### src/rtl/lcd_cap_pkg.sv
package lcd_cap_pkg;
  localparam int unsigned DEF_NCOL  = 240;
  localparam int unsigned DEF_BPP   = 6;
  localparam int unsigned DEF_LANES = 3;

  // Expand a code to all-ones or all-zeros from its MSB (8-color mode)
  function automatic logic [DEF_BPP-1:0] msb_fill(input logic [DEF_BPP-1:0] code);
    return {DEF_BPP{code[DEF_BPP-1]}};
  endfunction
endpackage

### src/rtl/lcd_cap_seq.sv
module lcd_cap_seq #(
  parameter int unsigned WORDS = 80,
  parameter int unsigned PW    = 7
) (
  input  logic          clk,
  input  logic          rst,
  input  logic          dir,
  input  logic          start_l_in,
  input  logic          start_r_in,
  input  logic          strobe_rise,
  output logic          wr_en,
  output logic [PW-1:0] wr_ptr,
  output logic          wr_dir,
  output logic          start_l_out,
  output logic          start_r_out
);
  logic          busy;
  logic          dir_q;
  logic [PW-1:0] ptr;
  logic          start_act;
  logic          last;

  assign start_act = dir ? start_r_in : start_l_in;
  assign wr_dir    = busy ? dir_q : dir;
  assign wr_ptr    = busy ? ptr : '0;
  assign wr_en     = !strobe_rise && (busy || start_act);
  assign last      = (wr_ptr == PW'(WORDS - 1));

  always_ff @(posedge clk) begin
    if (rst) begin
      busy        <= 1'b0;
      dir_q       <= 1'b0;
      ptr         <= '0;
      start_l_out <= 1'b0;
      start_r_out <= 1'b0;
    end else begin
      start_l_out <= 1'b0;
      start_r_out <= 1'b0;
      if (strobe_rise) begin
        busy <= 1'b0;
        ptr  <= '0;
      end else if (wr_en) begin
        dir_q <= wr_dir;
        if (last) begin
          busy        <= 1'b0;
          ptr         <= '0;
          start_l_out <= wr_dir;
          start_r_out <= !wr_dir;
        end else begin
          busy <= 1'b1;
          ptr  <= wr_ptr + 1'b1;
        end
      end
    end
  end
endmodule

### src/rtl/lcd_cap_store.sv
module lcd_cap_store
  import lcd_cap_pkg::*;
#(
  parameter int unsigned NCOL  = 240,
  parameter int unsigned BPP   = 6,
  parameter int unsigned LANES = 3,
  parameter int unsigned PW    = 7
) (
  input  logic                  clk,
  input  logic                  rst,
  input  logic                  wr_en,
  input  logic [PW-1:0]         wr_ptr,
  input  logic                  wr_dir,
  input  logic [BPP*LANES-1:0]  word,
  input  logic                  inv,
  input  logic                  latch,
  input  logic                  mode8,
  output logic [NCOL*BPP-1:0]   row_codes
);
  logic [BPP*LANES-1:0] word_in;
  logic [BPP-1:0]       dreg [NCOL];
  logic [BPP-1:0]       lat  [NCOL];

  assign word_in = inv ? ~word : word;

  for (genvar c = 0; c < NCOL; c++) begin : g_col
    localparam int unsigned TR = c / LANES;
    localparam int unsigned JR = c % LANES;
    localparam int unsigned CL = NCOL - 1 - c;
    localparam int unsigned TL = CL / LANES;
    localparam int unsigned JL = CL % LANES;
    logic hit;

    assign hit = wr_en && (wr_dir ? (wr_ptr == PW'(TR)) : (wr_ptr == PW'(TL)));

    always_ff @(posedge clk) begin
      if (rst)
        dreg[c] <= '0;
      else if (hit)
        dreg[c] <= wr_dir ? word_in[JR*BPP +: BPP] : word_in[JL*BPP +: BPP];
    end

    always_ff @(posedge clk) begin
      if (rst)
        lat[c] <= '0;
      else if (latch)
        lat[c] <= mode8 ? {BPP{dreg[c][BPP-1]}} : dreg[c];
    end

    assign row_codes[c*BPP +: BPP] = lat[c];
  end
endmodule

### src/rtl/lcd_cap_pol.sv
module lcd_cap_pol (
  input  logic clk,
  input  logic rst,
  input  logic strobe,
  input  logic pol_in,
  input  logic com_sel,
  output logic strobe_rise,
  output logic pol_out,
  output logic com_out,
  output logic out_en,
  output logic row_valid
);
  logic strobe_q;
  logic pol_n;
  logic valid_n;

  assign strobe_rise = strobe && !strobe_q;
  assign pol_n       = strobe_rise ? pol_in : pol_out;
  assign valid_n     = row_valid || strobe_rise;

  always_ff @(posedge clk) begin
    if (rst) begin
      strobe_q  <= 1'b0;
      pol_out   <= 1'b0;
      com_out   <= 1'b0;
      out_en    <= 1'b0;
      row_valid <= 1'b0;
    end else begin
      strobe_q  <= strobe;
      pol_out   <= pol_n;
      com_out   <= com_sel && !pol_n;
      row_valid <= valid_n;
      out_en    <= valid_n && !strobe;
    end
  end
endmodule

### src/rtl/lcd_col_capture.sv
module lcd_col_capture
  import lcd_cap_pkg::*;
#(
  parameter int unsigned NCOL  = DEF_NCOL,
  parameter int unsigned BPP   = DEF_BPP,
  parameter int unsigned LANES = DEF_LANES
) (
  input  logic                  clk,
  input  logic                  rst,
  input  logic                  dir_right,
  input  logic                  start_l_in,
  input  logic                  start_r_in,
  output logic                  start_l_out,
  output logic                  start_r_out,
  input  logic [BPP*LANES-1:0]  pix_in,
  input  logic                  inv_en,
  input  logic                  strobe,
  input  logic                  pol_in,
  input  logic                  com_sel,
  input  logic                  mode8,
  output logic [NCOL*BPP-1:0]   row_codes,
  output logic                  pol_out,
  output logic                  com_out,
  output logic                  out_en,
  output logic                  row_valid
);
  localparam int unsigned WORDS = NCOL / LANES;
  localparam int unsigned PW    = (WORDS > 1) ? $clog2(WORDS) : 1;

  logic          strobe_rise;
  logic          wr_en;
  logic          wr_dir;
  logic [PW-1:0] wr_ptr;

  lcd_cap_pol u_pol (
    .clk(clk), .rst(rst), .strobe(strobe), .pol_in(pol_in), .com_sel(com_sel),
    .strobe_rise(strobe_rise), .pol_out(pol_out), .com_out(com_out),
    .out_en(out_en), .row_valid(row_valid)
  );

  lcd_cap_seq #(.WORDS(WORDS), .PW(PW)) u_seq (
    .clk(clk), .rst(rst), .dir(dir_right), .start_l_in(start_l_in),
    .start_r_in(start_r_in), .strobe_rise(strobe_rise), .wr_en(wr_en),
    .wr_ptr(wr_ptr), .wr_dir(wr_dir), .start_l_out(start_l_out),
    .start_r_out(start_r_out)
  );

  lcd_cap_store #(.NCOL(NCOL), .BPP(BPP), .LANES(LANES), .PW(PW)) u_store (
    .clk(clk), .rst(rst), .wr_en(wr_en), .wr_ptr(wr_ptr), .wr_dir(wr_dir),
    .word(pix_in), .inv(inv_en), .latch(strobe), .mode8(mode8),
    .row_codes(row_codes)
  );
endmodule

### config.mk
export PLATFORM = sky130hd
export DESIGN_NAME = lcd_col_capture
export DESIGN_NICKNAME = d
export VERILOG_FILES = /design/src/rtl/lcd_cap_pkg.sv /design/src/rtl/lcd_cap_seq.sv /design/src/rtl/lcd_cap_store.sv /design/src/rtl/lcd_cap_pol.sv /design/src/rtl/lcd_col_capture.sv
export SDC_FILE = /design/constraint.sdc
export NUM_CORES = 2
export LEC_CHECK = 0
export ABC_AREA = 1
export BUFFER_PORTS_ARGS = -buffer_cell sky130_fd_sc_hd__buf_4
export CAP_MARGIN = 40
export CORE_AREA = 2 2 573 575
export CTS_CLUSTER_DIAMETER = 30
export CTS_CLUSTER_SIZE = 12
export DETAILED_ROUTE_END_ITERATION = 7
export DIE_AREA = 0 0 575 577
export PLACE_DENSITY = 0.62
export SYNTH_ARGS = -nofsm -noshare
export SYNTH_HDL_FRONTEND = slang
export SYNTH_SLANG_ARGS = --single-unit
export TNS_END_PERCENT = 10
### constraint.sdc
create_clock -name clk -period 32.7 [get_ports clk]
set_input_delay 1.635 -clock clk [delete_from_list [all_inputs] [get_ports clk]]
set_output_delay 1.635 -clock clk [all_outputs]
set_load 0.02 [all_outputs]
=== Word level (Yosys, flattened, before mapping) ===
Memories as Yosys holds them, arrays and structs flattened.
Index checks and enable logic that the tools add are counted.

* Output and inout bits: 1446
* Flip-flop bits (word level): 16
* Memories kept: 2
* Bits in writable memories: 2880
* Input port bits: 28
* Logic and storage cells: 1725

* Bitwise logic cells: 484
* Equality and inequality tests: 79
* Reduce and logical (&&, ||, !) cells: 95
* Multiplexer cells: 1054
* Add/sub/neg operators: 1

{| class="wikitable"
|+ Memory list
! memory !! words !! bits a word !! read ports !! clocked after memory_dff !! write ports !! RTL line !! text
|-
| u_store.dreg || 240 || 6 || 240 || 0 || 240 || lcd_cap_store.sv:21 || <nowiki>logic [BPP-1:0] dreg [NCOL];</nowiki>
|-
| u_store.lat || 240 || 6 || 240 || 0 || 240 || lcd_cap_store.sv:22 || <nowiki>logic [BPP-1:0] lat [NCOL];</nowiki>
|}

{| class="wikitable"
|+ Operator list
! cell !! number
|-
| 6-bit 2-to-1 mux || 482
|-
| 5-bit 2-to-1 mux || 240
|-
| 1-bit bitwise OR || 480
|-
| 1-bit 2-to-1 mux || 329
|-
| 7-bit by 6-bit equality test with 1-bit output, second input constant || 32
|-
| 7-bit by 5-bit equality test with 1-bit output, second input constant || 16
|-
| 7-bit equality test, second input constant || 16
|-
| 1-bit logical AND || 84
|-
| 7-bit by 4-bit equality test with 1-bit output, second input constant || 8
|-
| 7-bit by 3-bit equality test with 1-bit output, second input constant || 4
|-
| 18-bit 2-to-1 mux || 1
|-
| 18-bit NOT || 1
|-
| 7-bit by 2-bit equality test with 1-bit output, second input constant || 2
|-
| 7-bit 2-to-1 mux || 2
|-
| 7-bit by 1-bit adder with 7-bit output, second input constant || 1
|-
| 7-bit by 1-bit equality test with 1-bit output, second input constant || 1
|-
| 7-bit logical NOT || 1
|-
| 1-bit logical NOT || 5
|-
| 4-bit OR reduction || 1
|-
| 1-bit NOT || 3
|-
| 1-bit logical OR || 2
|-
| 2-bit AND reduction || 1
|-
| 2-bit OR reduction || 1
|}

=== Longest topological paths before layout ===
* Depth after elaboration: 9
* Gate-level depth with buffers: 13

=== Hierarchy ===
From an unflattened synthesis, not the netlist that was laid out.

* Cell total of the unflattened synthesis: 8728
* Area, all modules: 112668.1 um^2

{| class="wikitable"
|+ By module, submodules not included
! module !! instances !! sequential area each (um^2) !! area an instance (um^2) !! cells an instance
|-
| lcd_cap_store || 1 || 86482.9 || 111861.0 || 8614
|-
| lcd_cap_seq || 1 || 220.2 || 619.3 || 87
|-
| lcd_cap_pol || 1 || 100.1 || 187.7 || 27
|}

=== Worst setup path before layout ===
No wires, ideal clock.

* Path type: input to register
* Start: in rst
* End: mem u_store.lat[0][0], enable pin
* Path slack: -2729 ps
* Stages on the path: 5
* Arrival: 25660 ps
* Buffers on the path: 3
* Cell sequence: clkbuf_1 inv_2 buf_2 buf_1 nand2_1

{| class="wikitable"
|+ RTL lines
! what !! RTL line !! text
|-
| start: declaration || lcd_col_capture.sv:9 || <nowiki>input logic rst,</nowiki>
|-
| end: declaration || lcd_cap_store.sv:22 ||
|}

==> impl_metrics.tcl <==
set metrics [dict create \
    syn_inst 8742 \
    rsz0062_at_grt "no" \
    regArea_sq_mm 0.08680 \
    dpl.hpwl_um 265400 \
    cts_tree "built" \
    die_h_um 577 \
    worstPathRequired_ns 33.36 \
    clk_root_buffer_cell "clkbuf_16" \
    syn_area_sq_mm 0.1115 \
    gp_congestion 0.8508 \
    cp-start-kind "input pin" \
    cp_max_fo 122 \
    grt.total_usage_pct 23.25 \
    max_slew_margin_pct 28.39 \
    coreArea_sq_mm 0.3258 \
    rows 210 \
    arrival_ns 6.94 \
    drc 0 \
    initialDrtViolationCount 10121 \
    clk_latency_ns 0.99 \
    avgSynthCellArea_sq_um 12.75 \
    cts_hold_buf 0 \
    clock_skew_ns 0.06036 \
    path_class "in -> reg" \
    area_delta_synth_final_pct 31.72 \
    via_count 77464 \
    critical-path-top-delay-family "buffers and inverters" \
    cts_buffers 541 \
    clk_path_buf_depth 4 \
    slew_viol_final 0 \
    crit_top_cell "buf_4" \
    synth.distinct_cells 29 \
    grt_remaining_overflow 0 \
    clock_sinks 2896 \
    numPortBuffers 1473 \
    cpPeakStageDelay_ns 0.85 \
    cp_cell_sequence "buf_4, inv_1, nor2_1, inv_8, buf_4, buf_4, buf_4, buf_4, buf_4, a21oi_1" \
    die_w_um 575 \
    grt_pass1_wl_um 549300 \
    hold_viol 0 \
    ant_nets 0 \
    antenna_found_initial 16 \
    ir_drop_uv 55.52 \
    first_pass_iters 6 \
    hp-class "reg -> reg" \
    routedWlPerCell_um 26.52 \
    end_kind "flip-flop" \
    cts_resized 0 \
    maxCapViolCount 0 \
    final_util_pct 45.06 \
    p_total_uw 10980 \
    drive_gt1_share_pct 24.59 \
    ys_ff_latch 2896 \
    status "finished, final reports clean" \
    routed_wl_um 402000 \
    die_area_sq_mm 0.3318 \
    design.portCount 1474 \
    worst_pin_slew_ns 1.074 \
    p_per_area_mw_per_mm2 74.79 \
    synth-seq-area-share_pct 77.88 \
    top_regs "u_store.dreg (1440), u_store.lat (1440), u_seq.ptr (7)" \
    first_global_vias 74693 \
    nets 10396 \
    cts_setup_buffers 0 \
    clk_pin_slew_ns 0.05 \
    slowest_stage "buf_4" \
    power_leakage_uw 0.05936 \
    synth_warnings 0 \
    setup_viol 0 \
    ctsHtreeMaxLevel 6 \
    initial_core_util_pct 34.21 \
    grt_max_degree 228 \
    setup_tns_ns 0 \
    crit_buf_inv 8 \
    viasPerCell 5.110 \
    fill_cells 28690 \
    timing.final.crit_period_ns 6.279 \
    fin_crit_sh_pct 19.20 \
    multi_input_area_sq_mm 0.02115 \
    max_freq_mhz 159.3 \
    synth_fp_nets 8771 \
]
==> power breakdown <==
group	internal, uW	switching, uW	total, uW
sequential	4330	129	4460
clock	3600	1990	5600
combinational	238	689	927
==> layout make-up <==
class                           instances  area share, %
Sequential cell                      2896          59.13
Multi-Input combinational cell       4953          14.41
Clock buffer                          611          9.508
Timing Repair Buffer                 1679          9.439
Tap cell                             4346          3.704
Clock inverter                        370          3.026
Inverter                              296         0.7772
Antenna cell                            7        0.01193
==> worst reg2reg max path: stages (launching register included) <==
cell	delay, ns
dfxtp_1	0.68
inv_2	0.18
o21ai_4	0.74
inv_4	0.33
buf_4	0.44
nor2_8	0.66
nand2_1	0.44
nand3_1	0.73
==> cell usage after synthesis <==
cell type  number  area, sq um
o21ai_1         9        45.04
nand3_2         3        30.03
inv_1         291         1092
a21oi_1      1205         6031
inv_2           5        18.77
dfxtp_1        16        320.3
edfxtp_1     2880        86480
buf_2         200         1001
buf_1          10        37.54
nor3_1          1        5.000
nor2_8          1        20.02
xnor2_1        18        157.7
nand4_2        40        500.5
nor2_1       1734         6509
nand3_1       101        505.5
o21ai_4         1        16.27
nand2_1      1772         6651
ha_1            1        12.51
nand2_2        33        206.5
o21ai_0         8        40.04
nor2_4          3        33.78
buf_6           4        45.04
nor4_1          1        6.260
clkbuf_1      376         1411
buf_4           7        52.55
o21ai_2        12        105.1
nor2_2          5        31.28
o211ai_1        1        7.510
nand4_4         4        85.08
==> metrics by stage <==
step / instances / area [sq um] / worst slack [ns] / hold WS (ns)
after CTS: 15150 / 146800 / 26.62 / 0.4861
after detailed placement: 14169 / 128400 / 25.56 / 0.4605
after global placement: 14090 / 126700 / 25.37 / 0.4549
after floorplan: 8742 / 111500 / 12.12 / 0.4717
final: 15158 / 146800 / 26.42 / 0.4924
after global routing: 15155 / 146800 / 26.17 / 0.5195
==> metal layers <==
metal	track usage, %	vias up	share of wire (%)	routed length (um)
met5	0	-	0.023	93
met4	10.87	14	4.8	19460
met3	5.930	858	11	43540
met2	38.35	4856	48	192800
met1	28.60	38160	36	146100
li1	-	33576	-	-
==> cell families (layout without fill, tap and decap cells) <==
kind of cell    count (synthesis)  in the layout  synth area share, %
compound gates               1236           1236                5.603
xor+xnor                       18             18               0.1414
fa+ha+maj                       1              1              0.01122
buf+inv                       893           2956                3.282
flops                        2896           2896                77.88
other cells                     0              7                    0
simple gates                 3698           3698                13.08
==> worst paths after layout <==
kind | from | to | slack, ns | cells past startpoint
setup reg to reg | u_seq.busy$_SDFFE_PP0P_ | u_store.dreg[75][1]$_SDFFCE_PN0P_ | 28.09 | 7
hold / removal | u_pol.row_valid$_SDFF_PP0_ | u_pol.out_en$_SDFF_PP0_ | 0.49 | 2
hold reg to reg | u_pol.row_valid$_SDFF_PP0_ | u_pol.out_en$_SDFF_PP0_ | 0.49 | 2
setup / recovery | strobe | u_store.lat[13][4]$_SDFFCE_PN0P_ | 26.42 | 10
==> cell usage in the layout, fill, tap and decap left out, types with 3 or more instances in the layout <==
cell type and instances:
buf_8 34, nand4_4 4, clkinv_16 13, clkinvlp_4 50
a21oi_1 1205, clkbuf_1 62, clkinv_2 65, o21ai_1 9
inv_16 9, o21ai_0 8, inv_6 55, clkinv_8 10
nand2_2 34, clkinv_4 41, nor2_4 3, o21ai_4 13
nand2_1 1770, nor2_1 1734, inv_8 12, nand3_2 3
bufinv_16 62, inv_1 290, nand4_2 40, dfxtp_1 16
diode_2 7, clkinv_1 57, xnor2_2 6, buf_12 11
nor2_2 5, clkbuf_16 548, buf_4 1591, buf_16 43
xnor2_1 12, edfxtp_1 2880, nand3_1 101
No activity file was read; power rests on OpenSTA's default activity.
